### src/rtl/tmr_scrub_pkg.sv
package tmr_scrub_pkg;
  localparam int unsigned COPIES = 3;

  // strobes from scrub control to datapath
  typedef struct packed {
    logic scrubRead;   // port B reads all copies at scrubAddr
    logic scrubWrite;  // port B may write back voted word
  } scrubStrobe_t;
endpackage

### src/rtl/tmr_dpram.sv
module tmr_dpram #(
  parameter int unsigned DATA_W = 16,
  parameter int unsigned DEPTH  = 32,
  localparam int unsigned ADDR_W = $clog2(DEPTH)
) (
  input  logic              clk,
  input  logic              aEn,
  input  logic              aWe,
  input  logic [ADDR_W-1:0] aAddr,
  input  logic [DATA_W-1:0] aWdata,
  output logic [DATA_W-1:0] aRdata,
  input  logic              bRe,
  input  logic              bWe,
  input  logic [ADDR_W-1:0] bAddr,
  input  logic [DATA_W-1:0] bWdata,
  output logic [DATA_W-1:0] bRdata
);
  logic [DATA_W-1:0] mem [DEPTH];
  logic [DATA_W-1:0] aQ;
  logic [DATA_W-1:0] bQ;

  always_ff @(posedge clk) begin
    if (aEn) begin
      if (aWe) mem[aAddr] <= aWdata;
      else     aQ <= mem[aAddr];
    end
    if (bRe) bQ <= mem[bAddr];
    if (bWe) mem[bAddr] <= bWdata;
  end

  assign aRdata = aQ;
  assign bRdata = bQ;
endmodule

### src/rtl/tmr_scrub_datapath.sv
module tmr_scrub_datapath
  import tmr_scrub_pkg::*;
#(
  parameter int unsigned DATA_W = 16,
  parameter int unsigned DEPTH  = 32,
  localparam int unsigned ADDR_W = $clog2(DEPTH)
) (
  input  logic              clk,
  input  logic              rst,
  input  logic              userEn,
  input  logic              userWe,
  input  logic [ADDR_W-1:0] userAddr,
  input  logic [DATA_W-1:0] userWdata,
  output logic [DATA_W-1:0] userRdata,
  input  scrubStrobe_t      strobe,
  input  logic [ADDR_W-1:0] scrubAddr,
  output logic              needFix
);
  logic [DATA_W-1:0] userQ  [COPIES];
  logic [DATA_W-1:0] scrubQ [COPIES];
  logic [DATA_W-1:0] scrubVote;
  logic [COPIES-1:0] diffMask;
  logic [COPIES-1:0] wrMask;

  for (genvar i = 0; i < COPIES; i++) begin : gen_copy
    tmr_dpram #(.DATA_W(DATA_W), .DEPTH(DEPTH)) u_ram (
      .clk    (clk),
      .aEn    (userEn),
      .aWe    (userWe),
      .aAddr  (userAddr),
      .aWdata (userWdata),
      .aRdata (userQ[i]),
      .bRe    (strobe.scrubRead),
      .bWe    (wrMask[i]),
      .bAddr  (scrubAddr),
      .bWdata (scrubVote),
      .bRdata (scrubQ[i])
    );
    assign diffMask[i] = (scrubQ[i] != scrubVote);
    assign wrMask[i]   = diffMask[i] & strobe.scrubWrite;
  end

  // bitwise two-of-three majority on both ports
  assign userRdata = (userQ[0] & userQ[1]) | (userQ[0] & userQ[2]) | (userQ[1] & userQ[2]);
  assign scrubVote = (scrubQ[0] & scrubQ[1]) | (scrubQ[0] & scrubQ[2]) | (scrubQ[1] & scrubQ[2]);
  assign needFix   = |diffMask;


  no_collide_chk: assert property (@(posedge clk) disable iff (rst)
    (userEn && userWe && (|wrMask)) |-> (userAddr != scrubAddr));
endmodule

### src/rtl/tmr_scrub_ctrl.sv
module tmr_scrub_ctrl
  import tmr_scrub_pkg::*;
#(
  parameter int unsigned DEPTH = 32,
  parameter int unsigned CNT_W = 8,
  localparam int unsigned ADDR_W = $clog2(DEPTH)
) (
  input  logic              clk,
  input  logic              rst,
  input  logic              userEn,
  input  logic              userWe,
  input  logic [ADDR_W-1:0] userAddr,
  input  logic              needFix,
  output scrubStrobe_t      strobe,
  output logic [ADDR_W-1:0] scrubAddr,
  output logic [CNT_W-1:0]  corrCount
);
  localparam logic [ADDR_W-1:0] LAST_ADDR = ADDR_W'(DEPTH - 1);
  localparam logic [CNT_W-1:0]  CNT_MAX   = '1;

  logic phaseWr;
  logic hitPending;
  logic userHit;
  logic cancel;

  assign userHit = userEn & userWe & (userAddr == scrubAddr);
  assign cancel  = hitPending | userHit;

  assign strobe.scrubRead  = ~phaseWr;
  assign strobe.scrubWrite = phaseWr & ~cancel;

  always_ff @(posedge clk) begin
    if (rst) begin
      phaseWr    <= 1'b0;
      hitPending <= 1'b0;
      scrubAddr  <= '0;
      corrCount  <= '0;
    end else begin
      phaseWr <= ~phaseWr;
      if (!phaseWr) begin
        hitPending <= userHit;
      end else begin
        hitPending <= 1'b0;
        scrubAddr  <= (scrubAddr == LAST_ADDR) ? '0 : scrubAddr + 1'b1;
        if (strobe.scrubWrite && needFix && corrCount != CNT_MAX)
          corrCount <= corrCount + 1'b1;
      end
    end
  end


  phase_alternate_chk: assert property (@(posedge clk) disable iff (rst)
    phaseWr |=> !phaseWr);

  addr_hold_chk: assert property (@(posedge clk) disable iff (rst)
    !phaseWr |=> $stable(scrubAddr));

  count_only_after_step_chk: assert property (@(posedge clk) disable iff (rst)
    !phaseWr |=> $stable(corrCount));

  count_sat_chk: assert property (@(posedge clk) disable iff (rst)
    (&corrCount) |=> (&corrCount));
endmodule

### src/rtl/tmr_scrub_mem.sv
module tmr_scrub_mem
  import tmr_scrub_pkg::*;
#(
  parameter int unsigned DATA_W = 16,
  parameter int unsigned DEPTH  = 32,
  parameter int unsigned CNT_W  = 8,
  localparam int unsigned ADDR_W = $clog2(DEPTH)
) (
  input  logic              clk,
  input  logic              rst,
  input  logic              userEn,
  input  logic              userWe,
  input  logic [ADDR_W-1:0] userAddr,
  input  logic [DATA_W-1:0] userWdata,
  output logic [DATA_W-1:0] userRdata,
  output logic [ADDR_W-1:0] scrubAddr,
  output logic [CNT_W-1:0]  corrCount
);
  scrubStrobe_t strobe;
  logic         needFix;

  tmr_scrub_ctrl #(.DEPTH(DEPTH), .CNT_W(CNT_W)) u_ctrl (
    .clk       (clk),
    .rst       (rst),
    .userEn    (userEn),
    .userWe    (userWe),
    .userAddr  (userAddr),
    .needFix   (needFix),
    .strobe    (strobe),
    .scrubAddr (scrubAddr),
    .corrCount (corrCount)
  );

  tmr_scrub_datapath #(.DATA_W(DATA_W), .DEPTH(DEPTH)) u_dp (
    .clk       (clk),
    .rst       (rst),
    .userEn    (userEn),
    .userWe    (userWe),
    .userAddr  (userAddr),
    .userWdata (userWdata),
    .userRdata (userRdata),
    .strobe    (strobe),
    .scrubAddr (scrubAddr),
    .needFix   (needFix)
  );
endmodule

### config.mk
export PLATFORM = sky130hd
export DESIGN_NAME = tmr_scrub_mem
export DESIGN_NICKNAME = d
export VERILOG_FILES = /design/src/rtl/tmr_scrub_pkg.sv /design/src/rtl/tmr_dpram.sv /design/src/rtl/tmr_scrub_datapath.sv /design/src/rtl/tmr_scrub_ctrl.sv /design/src/rtl/tmr_scrub_mem.sv
export SDC_FILE = /design/constraint.sdc
export NUM_CORES = 2
export LEC_CHECK = 0
export CORE_UTILIZATION = 48
export DETAILED_ROUTE_END_ITERATION = 16
export DONT_BUFFER_PORTS = 1
export MAX_ROUTING_LAYER = met4
export PLACE_DENSITY_LB_ADDON = 0.05
export SETUP_SLACK_MARGIN = 0.02
export SLEW_MARGIN = 10
export SYNTH_ARGS = -nofsm -noshare
export SYNTH_HDL_FRONTEND = slang
export SYNTH_SLANG_ARGS = --single-unit
export TNS_END_PERCENT = 1
### constraint.sdc
create_clock -name clk -period 4.37 [get_ports clk]
set_clock_uncertainty 0.1 [all_clocks]
set_input_delay 0.2185 -clock clk [delete_from_list [all_inputs] [get_ports clk]]
set_output_delay 0.2185 -clock clk [all_outputs]
set_load 0.1 [all_outputs]
==> results.sh <==
export IMPL_fin_area_mm2=0.106
export IMPL_clock_path_buffers=3
export IMPL_multi_input_area_mm2=0.0443
export IMPL_num_vias=58400
export IMPL_synthTopCellsByArea="edfxtp_1, mux4_2, mux2_4, mux2_2, a22oi_1"
export IMPL_ant_nets=0
export IMPL_synth_edf_count=1632
export IMPL_cts_root_buffer="clkbuf_16"
export IMPL_ff2ff_path_depth=8
export IMPL_cp_required_ns=4.88
export IMPL_setup_viol=0
export IMPL_async_flop_share=0
export IMPL_fin_crit_ns=3.98
export IMPL_stdcell_count=8327
export IMPL_die_h_um=453
export IMPL_clkTransAtPathRegs_ns=0.06
export IMPL_avgSynthCellArea_um2=17.1
export IMPL_drt_initial_drc_count=7844
export IMPL_place_inst=7892
export IMPL_synth_seq_cells=1647
export IMPL_io_buffers=0
export IMPL_final_max_slew_viol_count=77
export IMPL_gp_congestion=0.989
export IMPL_crit_path_start="u_ctrl.scrubAddr[0]$_SDFFE_PP0P_"
export IMPL_initial_core_util=0.483
export IMPL_ir_drop_mv=0.520
export IMPL_regArea_mm2=0.0493
export IMPL_grt_busiest_layer="met2"
export IMPL_cts_htree_levels=4
export IMPL_area_delta_synth_final_pct=9.07
export IMPL_syn_instance_count=5697
export IMPL_grt_start_max_net_pins=364
export IMPL_syn_area_mm2=0.0976
export IMPL_rrSetupSlack_ns=0.39
export IMPL_routed_wl_mm=352
export IMPL_routedWlPerCell_um=42.3
export IMPL_vias_per_cell=7.01
export IMPL_gr_usage_met3=0.0690
export IMPL_cp_num_buf_inv=3
export IMPL_hold_class="in -> reg"
export IMPL_synthFlopType="edfxtp_1"
export IMPL_powerDensity_mw_per_mm2=370
export IMPL_synth_fp_nets=5728
export IMPL_reg2reg_to="u_dp.gen_copy[0].u_ram.mem[28][14]$_DFFE_PP_"
export IMPL_grt_pass1_vias=57000
export IMPL_startpoint_type="register"
export IMPL_end_kind="register"
export IMPL_crit_type="reg -> reg"
export IMPL_ys_warn_count=0
export IMPL_r2r_start="u_ctrl.scrubAddr[0]$_SDFFE_PP0P_"
export IMPL_max_slew_margin_rel=-0.143
export IMPL_tns_ns=0
export IMPL_ys_seq_area_frac=0.505
export IMPL_hold_viol=0
export IMPL_violations="max-slew violations"
export IMPL_rsz0062_at_grt="false"
export IMPL_dp_hpwl_mm=210
export IMPL_maxCapViolations=0
export IMPL_cp_top_family="buffers and inverters"
export IMPL_firstDrtPassIters=6
export IMPL_max_stage_delay_ns=0.63
export IMPL_rows=165
export IMPL_met2_usage=0.534
export IMPL_place_area_mm2=0.0995
export IMPL_grt_util_met1=0.464
export IMPL_cts_sinks=1647
export IMPL_endpoint="u_dp.gen_copy[0].u_ram.mem[28][14]$_DFFE_PP_"
export IMPL_cp_arrival_ns=4.49
export IMPL_overflow=0
export IMPL_holdWs_ns=0.0723
export IMPL_path_cells="xor2_1 > o311ai_4 > a21oi_4 > buf_4 > and3_1 > buf_4 > mux2_4 > dlygate4sd3_1"
export IMPL_layout_drive_gt1_share=0.526
export IMPL_status="complete, but fails checks"
export IMPL_cp_common_cell="buf_4"
export IMPL_fill_cells=16300
export IMPL_synth_top_area_cell="edfxtp_1"
export IMPL_p_leak_nw=35.2
export IMPL_final_nets=5512
export IMPL_worstPathMaxFanout=15
export IMPL_postCtsSetupBuffers=0
export IMPL_grt_usage=0.352
export IMPL_synth_top_cell_area_share=0.502
export IMPL_hold_depth=4
export IMPL_min_period_over_period=0.912
export IMPL_worstSkewPairLatency_ns=0.86
export IMPL_worst_path_max_delay_cell="a21oi_4"
export IMPL_dieArea_mm2=0.205
export IMPL_core_mm2=0.202
export IMPL_tritoncts="done"
export IMPL_grt_pass1_wl_mm=482
export IMPL_synth_cell_types=54
export IMPL_antenna_found_initial=24
export IMPL_fmax_ghz=0.251
export IMPL_cts_made_buffers=192
export IMPL_drc=0
export IMPL_worst_pin_slew_ns=1.72
export IMPL_crit_cells=8
export IMPL_die_x_um=453
export IMPL_ioPinCount=54
[flip-flops by register name (all words and copies together) (netlist names)]
register,cells
u_dp.gen_copy.u_ram.mem,1536
u_dp.gen_copy.u_ram.aRdata,48
u_dp.gen_copy.u_ram.bRdata,48
u_ctrl.corrCount,8
u_ctrl.scrubAddr,5
u_ctrl.hitPending,1
u_ctrl.phaseWr,1
[power by group]
part,leakage [nW],internal (W),switching [W],total (W)
Combinational,17.5,0.00220,0.00373,0.00593
Sequential,14.9,0.0177,0.000199,0.0179
Clock,2.86,0.00881,0.00676,0.0156
Total,35.2,0.0287,0.0107,0.0394
[logic make-up (layout without fill, tap and decap cells)]
kind of cell	Yosys count	in the layout	share of synthesized area
other	0	17	0
muxes	2310	2310	0.382
and+or+nand+nor	481	481	0.0327
buffers and inverters	780	721	0.0424
adders and majority gates	22	22	0.00241
xor gates and xnor gates	7	7	0.000936
DFF	1647	1647	0.505
AOI/OAI and AO/OA	450	450	0.0346
[worst register-to-register path, cell delays in order (launching register included)]
cell and delay [ns]:
dfxtp_4 0.55, xor2_1 0.32, o311ai_4 0.32, a21oi_4 0.63, buf_4 0.34, and3_1 0.22
buf_4 0.34, mux2_4 0.37, dlygate4sd3_1 0.56
[cells in the mapped netlist (6+ instances only)]
library cell / number
buf_1: 76
nor2_1: 47
dfxtp_1: 15
o21a_1: 16
nand2b_1: 71
o2111ai_1: 9
mux2_4: 684
maj3_1: 16
nor3b_1: 8
nand2_1: 70
buf_6: 138
mux4_2: 768
nand4_1: 104
inv_1: 9
mux2_2: 854
ha_1: 6
nand3_2: 12
nor4_2: 6
o22ai_1: 7
a22oi_1: 385
edfxtp_1: 1632
and3_4: 7
and3_1: 64
a21oi_1: 20
or3b_1: 21
buf_2: 73
nand3b_1: 28
nand3_4: 20
clkbuf_1: 474
[cell usage in the layout (no fill, tap or decap), types with 8 or more instances in the layout]
| cell type | instances |
|---|---|
| a21oi_1 | 20 |
| a22oi_1 | 385 |
| and3_1 | 62 |
| buf_12 | 25 |
| buf_16 | 17 |
| buf_4 | 270 |
| bufinv_16 | 11 |
| clkbuf_1 | 52 |
| clkbuf_16 | 196 |
| clkinv_1 | 56 |
| clkinv_2 | 25 |
| dfxtp_1 | 10 |
| diode_2 | 17 |
| dlygate4sd3_1 | 49 |
| edfxtp_1 | 1632 |
| inv_1 | 8 |
| maj3_1 | 16 |
| mux2_2 | 854 |
| mux2_4 | 684 |
| mux4_2 | 768 |
| nand2_1 | 70 |
| nand2b_1 | 71 |
| nand3_2 | 12 |
| nand3_4 | 20 |
| nand3b_1 | 28 |
| nand4_1 | 104 |
| nor2_1 | 29 |
| nor2_4 | 18 |
| o2111ai_1 | 9 |
| o21a_1 | 16 |
| or3b_1 | 21 |
[repair_timing]
action | 4_1_cts | 5_1_grt
hold buffers | 67 | 0
endpoints found under the setup margin | 0 | 0
endpoints found under the hold margin | 1627 | 0
resized for setup | 0 | 0
[worst min-delay path by stage]
| stage | startpoint | to |
|---|---|---|
| after CTS | userAddr[2] | u_dp.gen_copy[1].u_ram.aRdata[8]$_DFFE_PP_ |
| after global routing | userAddr[1] | u_dp.gen_copy[0].u_ram.aRdata[8]$_DFFE_PP_ |
| after global placement | rst | u_ctrl.corrCount[3]$_SDFFE_PP0P_ |
| after floorplan | userEn | u_ctrl.hitPending$_SDFF_PP0_ |
| final | userAddr[2] | u_dp.gen_copy[1].u_ram.aRdata[8]$_DFFE_PP_ |
| after detailed placement | rst | u_ctrl.corrCount[2]$_SDFFE_PP0P_ |
[per-layer routing]
| metal | routed length (um) | vias to the layer above |
|---|---|---|
| met2 | 165000 | 3037 |
| met5 | 0 | - |
| met1 | 140000 | 31700 |
| met3 | 30600 | 578 |
| li1 | - | 23100 |
| met4 | 16200 | 0 |
[stage by stage]
step | utilization | power (W) | worst slack [ns]
after CTS | 0.526 | 0.0394 | 0.503
after floorplan | - | 0.0218 | 0.442
final | 0.527 | 0.0394 | 0.386
after global routing | 0.526 | 0.0402 | 0.400
after detailed placement | 0.492 | 0.0235 | 0.727
after global placement | 0.492 | 0.0235 | 0.761
[cell type report]
cell class,count,share of cell area
Multi-Input combinational cell,3270,0.417
Sequential cell,1647,0.463
Clock buffer,248,0.0479
Inverter,9,0.000317
Timing Repair Buffer,361,0.0328
Tap cell,2672,0.0314
Antenna cell,17,0.000400
Clock inverter,103,0.00720
Power figures use the tool's default switching activity.
